$ cat src/rtl/adc_seq_pkg.sv
package adc_seq_pkg;
    localparam int CH_W   = 3;
    localparam int IDX_W  = 3;

    typedef struct packed {
        logic            scan;
        logic            single;
        logic            eight;
        logic [CH_W-1:0] first_ch;
    } mode_t;

    localparam int MODE_W = $bits(mode_t);

    function automatic logic [IDX_W-1:0] last_index(input mode_t m);
        if (m.single)
            return IDX_W'(0);
        else if (m.eight)
            return IDX_W'(7);
        else
            return IDX_W'(3);
    endfunction
endpackage

$ cat src/rtl/adc_ctrl_regs.sv
module adc_ctrl_regs
    import adc_seq_pkg::*;
#(
    parameter int DIV_W = 4
) (
    input  logic             clk,
    input  logic             rst_n,
    input  logic             wr_a,
    input  logic             wr_b,
    input  logic [DIV_W-1:0] a_data,
    input  logic [MODE_W-1:0] b_data,
    output logic [DIV_W-1:0] div,
    output mode_t            mode,
    output logic [CH_W-1:0]  first_nxt,
    output logic             restart
);
    typedef struct packed {
        logic [DIV_W-1:0] div;
        mode_t            mode;
    } regs_t;

    regs_t regs_d, regs_q;

    always_comb begin
        regs_d = regs_q;
        if (wr_a)
            regs_d.div = a_data;
        if (wr_b)
            regs_d.mode = mode_t'(b_data);
    end

    always_ff @(posedge clk) begin
        if (!rst_n)
            regs_q <= '0;
        else
            regs_q <= regs_d;
    end

    assign div       = regs_q.div;
    assign mode      = regs_q.mode;
    assign first_nxt = regs_d.mode.first_ch;
    assign restart   = wr_a | wr_b;


    a_hold_chk: assert property (@(posedge clk) disable iff (!rst_n)
        !wr_a |=> $stable(div));
endmodule

$ cat src/rtl/adc_clk_div.sv
module adc_clk_div #(
    parameter int DIV_W = 4
) (
    input  logic             clk,
    input  logic             rst_n,
    input  logic             run,
    input  logic             clr,
    input  logic [DIV_W-1:0] div,
    output logic             tick
);
    typedef struct packed {
        logic [DIV_W-1:0] pc;
    } div_t;

    div_t st_d, st_q;

    always_comb begin
        st_d = st_q;
        if (clr || !run)
            st_d.pc = '0;
        else if (st_q.pc == div)
            st_d.pc = '0;
        else
            st_d.pc = st_q.pc + 1'b1;
    end

    always_ff @(posedge clk) begin
        if (!rst_n)
            st_q <= '0;
        else
            st_q <= st_d;
    end

    assign tick = run && !clr && (st_q.pc == div);


    tick_gap_chk: assert property (@(posedge clk) disable iff (!rst_n)
        (tick && div != '0) |=> !tick);
endmodule

$ cat src/rtl/adc_seq_fsm.sv
module adc_seq_fsm
    import adc_seq_pkg::*;
#(
    parameter int CONV_TICKS = 10
) (
    input  logic            clk,
    input  logic            rst_n,
    input  logic            restart,
    input  logic [CH_W-1:0] first_nxt,
    input  mode_t           mode,
    input  logic            tick,
    output logic            conv_start,
    output logic [CH_W-1:0] conv_ch,
    output logic            busy,
    output logic            done
);
    localparam int CT_W = $clog2(CONV_TICKS + 1);
    localparam logic [CT_W-1:0] CT_LAST = CT_W'(CONV_TICKS - 1);

    typedef struct packed {
        logic             busy;
        logic             done;
        logic             start;
        logic [CT_W-1:0]  ct;
        logic [IDX_W-1:0] idx;
        logic [CH_W-1:0]  ch;
    } seq_t;

    seq_t s_d, s_q;
    logic [IDX_W-1:0] last_idx;

    assign last_idx = last_index(mode);

    always_comb begin
        s_d       = s_q;
        s_d.start = 1'b0;
        if (restart) begin
            // a write wins over every other event, including the final tick
            s_d.busy  = 1'b1;
            s_d.done  = 1'b0;
            s_d.ct    = '0;
            s_d.idx   = '0;
            s_d.ch    = first_nxt;
            s_d.start = 1'b1;
        end else if (s_q.busy && tick) begin
            if (s_q.ct == CT_LAST) begin
                s_d.ct = '0;
                if (s_q.idx == last_idx) begin
                    s_d.done = 1'b1;
                    s_d.idx  = '0;
                    s_d.ch   = mode.first_ch;
                    if (mode.scan)
                        s_d.start = 1'b1;
                    else
                        s_d.busy = 1'b0;
                end else begin
                    s_d.idx   = s_q.idx + 1'b1;
                    s_d.ch    = s_q.ch + 1'b1;
                    s_d.start = 1'b1;
                end
            end else begin
                s_d.ct = s_q.ct + 1'b1;
            end
        end
    end

    always_ff @(posedge clk) begin
        if (!rst_n)
            s_q <= '0;
        else
            s_q <= s_d;
    end

    assign conv_start = s_q.start;
    assign conv_ch    = s_q.ch;
    assign busy       = s_q.busy;
    assign done       = s_q.done;


    restart_chk: assert property (@(posedge clk) disable iff (!rst_n)
        restart |=> (conv_start && busy && !done));


    abort_clr_chk: assert property (@(posedge clk) disable iff (!rst_n)
        (restart && done) |=> !done);


    first_ch_chk: assert property (@(posedge clk) disable iff (!rst_n)
        restart |=> (conv_ch == $past(first_nxt)));


    one_pulse_chk: assert property (@(posedge clk) disable iff (!rst_n)
        (conv_start && !restart) |=> !conv_start);


    start_busy_chk: assert property (@(posedge clk) disable iff (!rst_n)
        conv_start |-> busy);


    idx_bound_chk: assert property (@(posedge clk) disable iff (!rst_n)
        s_q.idx <= last_idx);
endmodule

$ cat src/rtl/adc_seq_ctrl.sv
module adc_seq_ctrl
    import adc_seq_pkg::*;
#(
    parameter int DIV_W      = 4,
    parameter int CONV_TICKS = 10
) (
    input  logic              clk,
    input  logic              rst_n,
    input  logic              wr_a,
    input  logic              wr_b,
    input  logic [DIV_W-1:0]  a_data,
    input  logic [MODE_W-1:0] b_data,
    output logic              conv_start,
    output logic [CH_W-1:0]   conv_ch,
    output logic              seq_busy,
    output logic              seq_done
);
    logic [DIV_W-1:0] div;
    mode_t            mode;
    logic [CH_W-1:0]  first_nxt;
    logic             restart;
    logic             tick;

    adc_ctrl_regs #(.DIV_W(DIV_W)) u_regs (
        .clk       (clk),
        .rst_n     (rst_n),
        .wr_a      (wr_a),
        .wr_b      (wr_b),
        .a_data    (a_data),
        .b_data    (b_data),
        .div       (div),
        .mode      (mode),
        .first_nxt (first_nxt),
        .restart   (restart)
    );

    adc_clk_div #(.DIV_W(DIV_W)) u_div (
        .clk   (clk),
        .rst_n (rst_n),
        .run   (seq_busy),
        .clr   (restart),
        .div   (div),
        .tick  (tick)
    );

    adc_seq_fsm #(.CONV_TICKS(CONV_TICKS)) u_fsm (
        .clk        (clk),
        .rst_n      (rst_n),
        .restart    (restart),
        .first_nxt  (first_nxt),
        .mode       (mode),
        .tick       (tick),
        .conv_start (conv_start),
        .conv_ch    (conv_ch),
        .busy       (seq_busy),
        .done       (seq_done)
    );


    idle_chk: assert property (@(posedge clk) disable iff (!rst_n)
        (!seq_busy && !restart) |=> !conv_start);
endmodule

$ cat config.mk
export PLATFORM = sky130hd
export DESIGN_NAME = adc_seq_ctrl
export DESIGN_NICKNAME = d
export VERILOG_FILES = /design/src/rtl/adc_seq_pkg.sv /design/src/rtl/adc_ctrl_regs.sv /design/src/rtl/adc_clk_div.sv /design/src/rtl/adc_seq_fsm.sv /design/src/rtl/adc_seq_ctrl.sv
export SDC_FILE = /design/constraint.sdc
export NUM_CORES = 1
export LEC_CHECK = 0
export ABC_AREA = 1
export BUFFER_PORTS_ARGS = -buffer_cell sky130_fd_sc_hd__buf_2
export CORE_UTILIZATION = 45
export DETAILED_ROUTE_END_ITERATION = 12
export GPL_ROUTABILITY_DRIVEN = 0
export PLACE_DENSITY = 0.68
export SETUP_SLACK_MARGIN = 0.2
export SYNTH_ARGS = -nofsm -noshare
export SYNTH_HDL_FRONTEND = slang
export SYNTH_SLANG_ARGS = --single-unit
$ cat constraint.sdc
create_clock -name clk -period 1.2 [get_ports clk]
set_input_delay 0.24 -clock clk [delete_from_list [all_inputs] [get_ports clk]]
set_output_delay 0.24 -clock clk [all_outputs]
set_load 0.02 [all_outputs]
; ---- Word level (Yosys, flattened, before mapping)
; Cells that the tools add are included.
[word_totals]
reg_bits = 27
input_bits = 14
output_inout_bits = 6
wordCells = 50
[classes]
n_addsub = 4
eq_ne = 4
n_mux = 13
bitwise = 2
n_reduce_logical = 15
[ops]
columns = operator, n
row1 = 13-bit 2-to-1 mux, 2
row2 = 3-bit 2-to-1 mux, 4
row3 = 6-bit 2-to-1 mux, 2
row4 = "4-bit by 1-bit adder with 4-bit output, second input constant", 2
row5 = "3-bit by 1-bit adder with 3-bit output, second input constant", 2
row6 = 2-bit nonzero test, 3
row7 = 4-bit == test, 1
row8 = "4-bit == test, second input constant", 1
row9 = 4-bit 2-to-1 mux, 1
row10 = 2-bit AND reduction, 2
row11 = 4-bit AND reduction, 1
row12 = 3-bit == test, 1
row13 = 1-bit logical AND, 3
row14 = 1-bit 2-to-1 mux, 3
row15 = 3-bit AND reduction, 1
row16 = 3-bit OR reduction, 1
row17 = 1-bit zero test, 2
row18 = 2-bit 2-to-1 mux, 1
row19 = "2-bit by 1-bit != test with 1-bit output, second input constant", 1
row20 = 2-bit OR reduction, 1
row21 = 1-bit logical OR, 1
row22 = 1-bit inverter, 1
row23 = 1-bit OR, 1

; ---- Depth between registers and ports, before layout
[depth]
word_depth = 7
depth_mapped = 12
mapped_depth_nobuf = 12

; ---- By module
; From an unflattened synthesis, not the netlist that was laid out.
[unflattened]
hier_cells = 208
hier_area_um2 = 1370.1
[modules_own_cells]
columns = module, instances, cells_each, area_per_inst_um2, seq_area_each_um2
row1 = adc_seq_fsm, 1, 110, 743.2, 260.2
row2 = adc_ctrl_regs, 1, 56, 381.6, 200.2
row3 = adc_clk_div, 1, 42, 245.2, 80.1

; ---- Least setup slack after synthesis
; Ideal clock, no wire load.
[synth_timing]
kind = register -> register
startpoint = reg u_div.st_q[2] in the netlist's numbering
endpoint = reg u_fsm.s_q[5] in the netlist's numbering
setup_time_ns = 0.115
arrival_time_ns = 1.108
path_slack_ns = -0.023
path_stages_with_launch = 10
path_cell_list = dfxtp_1 -> inv_2 -> nand2_1 -> nand2_2 -> nor2_4 -> nand3_4 -> nor2_8 -> nand3_1 -> nand2_1 -> nor2_1
[synth_between]
elab_chain_len = 4
[synth_rtl]
columns = element, line_no
row1 = "start, declared", adc_clk_div.sv:15  ; div_t st_d, st_q;
row2 = "start signal, assigned", adc_clk_div.sv:31  ; st_q <= st_d;
row3 = 4-bit == test, adc_clk_div.sv:34  ; assign tick = run && !clr && (st_q.pc == div);
row4 = 1-bit logical AND, adc_clk_div.sv:34
row5 = 1-bit logical AND, adc_seq_fsm.sv:45  ; end else if (s_q.busy && tick) begin
row6 = 2-bit AND reduction (no source line), --
row7 = "end signal, assigned", adc_seq_fsm.sv:69  ; s_q <= '0;
row8 = "end signal, assigned", adc_seq_fsm.sv:71  ; s_q <= s_d;
row9 = "end, declared", adc_seq_fsm.sv:29  ; seq_t s_d, s_q;
; No other way between the ends.
; A chain may end at the register's enable or synchronous reset.

; ---- Worst setup path after layout
[layout_timing]
startpoint = reg u_div.st_q[0] in the netlist's numbering
endpoint = reg u_fsm.s_q (netlist bit u_fsm.conv_ch[1])
[layout_between]
elab_chain_len = 5
[layout_rtl]
columns = element, line_no
row1 = 4-bit == test, adc_clk_div.sv:34
row2 = 1-bit logical AND, adc_clk_div.sv:34
row3 = 1-bit logical AND, adc_seq_fsm.sv:45
row4 = 2-bit nonzero test (no source line), --
row5 = 2-bit AND reduction (no source line), --
; No other way between the ends.

==> run metrics <==
status=finished, violations left; failing checks=design-rule violations, negative setup slack; first drt pass iteration count=8; static leakage=0.8640 nW; CP delay by family, top=simple AND/OR/NAND/NOR gates; residual DRC count=2; Max Freq=762.7 MHz; H-tree levels=1; skew final=0.001827 ns; initial antenna violation count=0; final worst path period need=1.311 ns; core area=0.002829 mm2; area of the mapped netlist=0.001368 mm2; syn avg cell area=7.556 um2; final hold viol count=0; total track usage=19.69%; Worst path slowest cell=dfxtp_2; CP Class=flop to flop; CP required=1.48 ns; largest net degree at the start of global routing=16; clock root buffer master=clkbuf_4; startpoint class of the critical path=flop; yosys warns=0; unrepaired setup endpoints after global routing=true; Area contributors post-synth=dfxtp_1, nand2_1, inv_1, nand3_1, nor2_1; Final Core Density=65.19%; Largest stage delay, worst path=0.36 ns; maximum fanout along the worst path=7; syn_nets=198; Yosys reg bits=27; Num CTS Buffers=3; Slew @ Worst Pin=0.4078 ns; Reg clk slew, reported paths=0.14 ns; Clock Path Buffers=2; maxcap violations=0; Cell variety after synth=31; layout cells sized above 1=42.11%; final net count=246; Final Max Tran Viols=0; most frequent cells in the layout=nand2_1, buf_4, inv_1; Iteration-0 DRC Markers=52; die width=57.13 um; detailed placer's ending HPWL=2311 um; later-pin clock latency in the skew report=0.32 ns; P&R area growth vs syn=34.86%; number of fill cells=243; TritonCTS Sinks=27; Vias=1,272; Antenna Cells=0; first-pass GRT wire length=5085 um; Post-Synthesis Cells=181; Top Ports=20; setup ws final=-0.1111 ns; CP Buf/Inv Count=2; num rows=19; P per Cell Area=904.2 mW/mm2; post-route ant nets=0; Yosys top cell by area=dfxtp_1; Hold Crit Class=input port to flop; initial core utilization=48.34%; worst hold slack=0.1324 ns; vias per inst=4.911; crit path capture type=flop; CP Cell Sequence=inv_1 > nand2_1 > nand2_2 > nor2_4 > nand3_4 > nor2_8 > nand2_1 > nand3_1 > nand2_1 > inv_1; maximum vdd drop=502.7 uV; Vert. Die Dim=57.13 um; share of the synthesized area in the top cell type=39.52%; slew margin rel.=72.71%; die area=0.003263 mm2; drt total wl=2944 um; most common cell after layout, fill and taps aside=nand2_1; Critical Path Most Common Cell=nand2_1; GR Overflow Total=0; Critical Path AT=1.59 ns; CTS tree=built; Final setup viols=17; routed length per instance=11.37 um; post-synthesis sequential area ratio=39.52%; crit share post-route=109.3%; IO Port Bufs=19; vias in the first global route=1,212
-- cells in the mapped netlist (all sizes together) --
cell type / instances
buf: 5
a211oi: 1
nand3: 18
nor2: 24
xnor2: 2
o21ai: 12
a21oi: 11
dfxtp: 27
inv: 26
clkinv: 3
nor3: 1
mux2i: 3
xor2: 2
ha: 3
nand2: 37
nand4: 2
o22ai: 1
or2: 3
-- what timing repair did --
item                       CTS  global route
buffers inserted             5             1
setup endpoints to repair   23            23
gates cloned                 0             0
pin swaps                    4             2
hold buffers                 0             0
resized for setup           31             9
-- final cells by class --
class                           instances  area (um2)  area share, %
Multi-Input combinational cell        120       725.7          39.35
Clock inverter                          1       5.005         0.2714
Inverter                               29       130.1          7.056
Timing Repair Buffer                   48       362.8          19.67
Clock buffer                            3       22.52          1.221
Sequential cell                        27       559.3          30.33
Tap cell                               31       38.79          2.103
-- routing by layer --
layer,up-vias,GRT usage [%],part of all wire [%]
met2,35,34.96,48
met3,7,2.948,4.4
li1,665,-,-
met1,565,24.08,46
met5,-,0,0
met4,0,7.317,1.6
-- tightest hold or removal path, cell delays in order --
cell and delay, ns:
buf_2 0.08, nor2_1 0.03, nor2_1 0.08
-- worst paths after layout --
check,startpoint,end,slack (ns),cells past startpoint
min reg2reg,u_regs.div[3],u_regs.div[3],0.49,2
max reg2reg,u_div.st_q[0],u_fsm.conv_ch[1],-0.11,10
min,b_data[3],u_regs.mode[3],0.13,3
max,u_div.st_q[0],u_fsm.conv_ch[1],-0.11,10
-- flip-flops by register name, indices dropped and copies added, names as in the netlist --
name and flops:
u_fsm.conv_start 1, u_regs.mode 6, u_fsm.done 1, u_fsm.s_q 7, u_regs.div 4, u_fsm.busy 1, u_fsm.conv_ch 3, u_div.st_q 4
-- report_power, final --
part	internal [W]	switching, W
clock network	0.000125	0.000260
logic	0.000158	0.000169
registers	0.000932	0.0000236
-- cell families after synthesis --
group / synth area share, %
DFF: 39.52
and+or+nand+nor: 31.75
xor gates and xnor gates: 2.562
AOI/OAI and AO/OA: 9.424
adders and majority gates: 2.745
buffers and inverters: 11.80
muxes: 2.196
-- through the flow --
stage / total power [W] / instances / setup slack (ns) / setup TNS [ns] / area, um2
6_report: 0.001668 / 259 / -0.1111 / -1.123 / 1844
5_1_grt: 0.001762 / 259 / -0.2255 / -2.863 / 1844
4_1_cts: 0.001683 / 258 / -0.1214 / -1.283 / 1802
3_5_place_dp: 0.001245 / 249 / -0.1304 / -0.9295 / 1659
3_3_place_gp: 0.001234 / 249 / -0.1200 / -0.5099 / 1659
2_1_floorplan: 0.001149 / 181 / -0.01210 / -0.02972 / 1395
No activity file was read; power rests on OpenSTA's default activity.
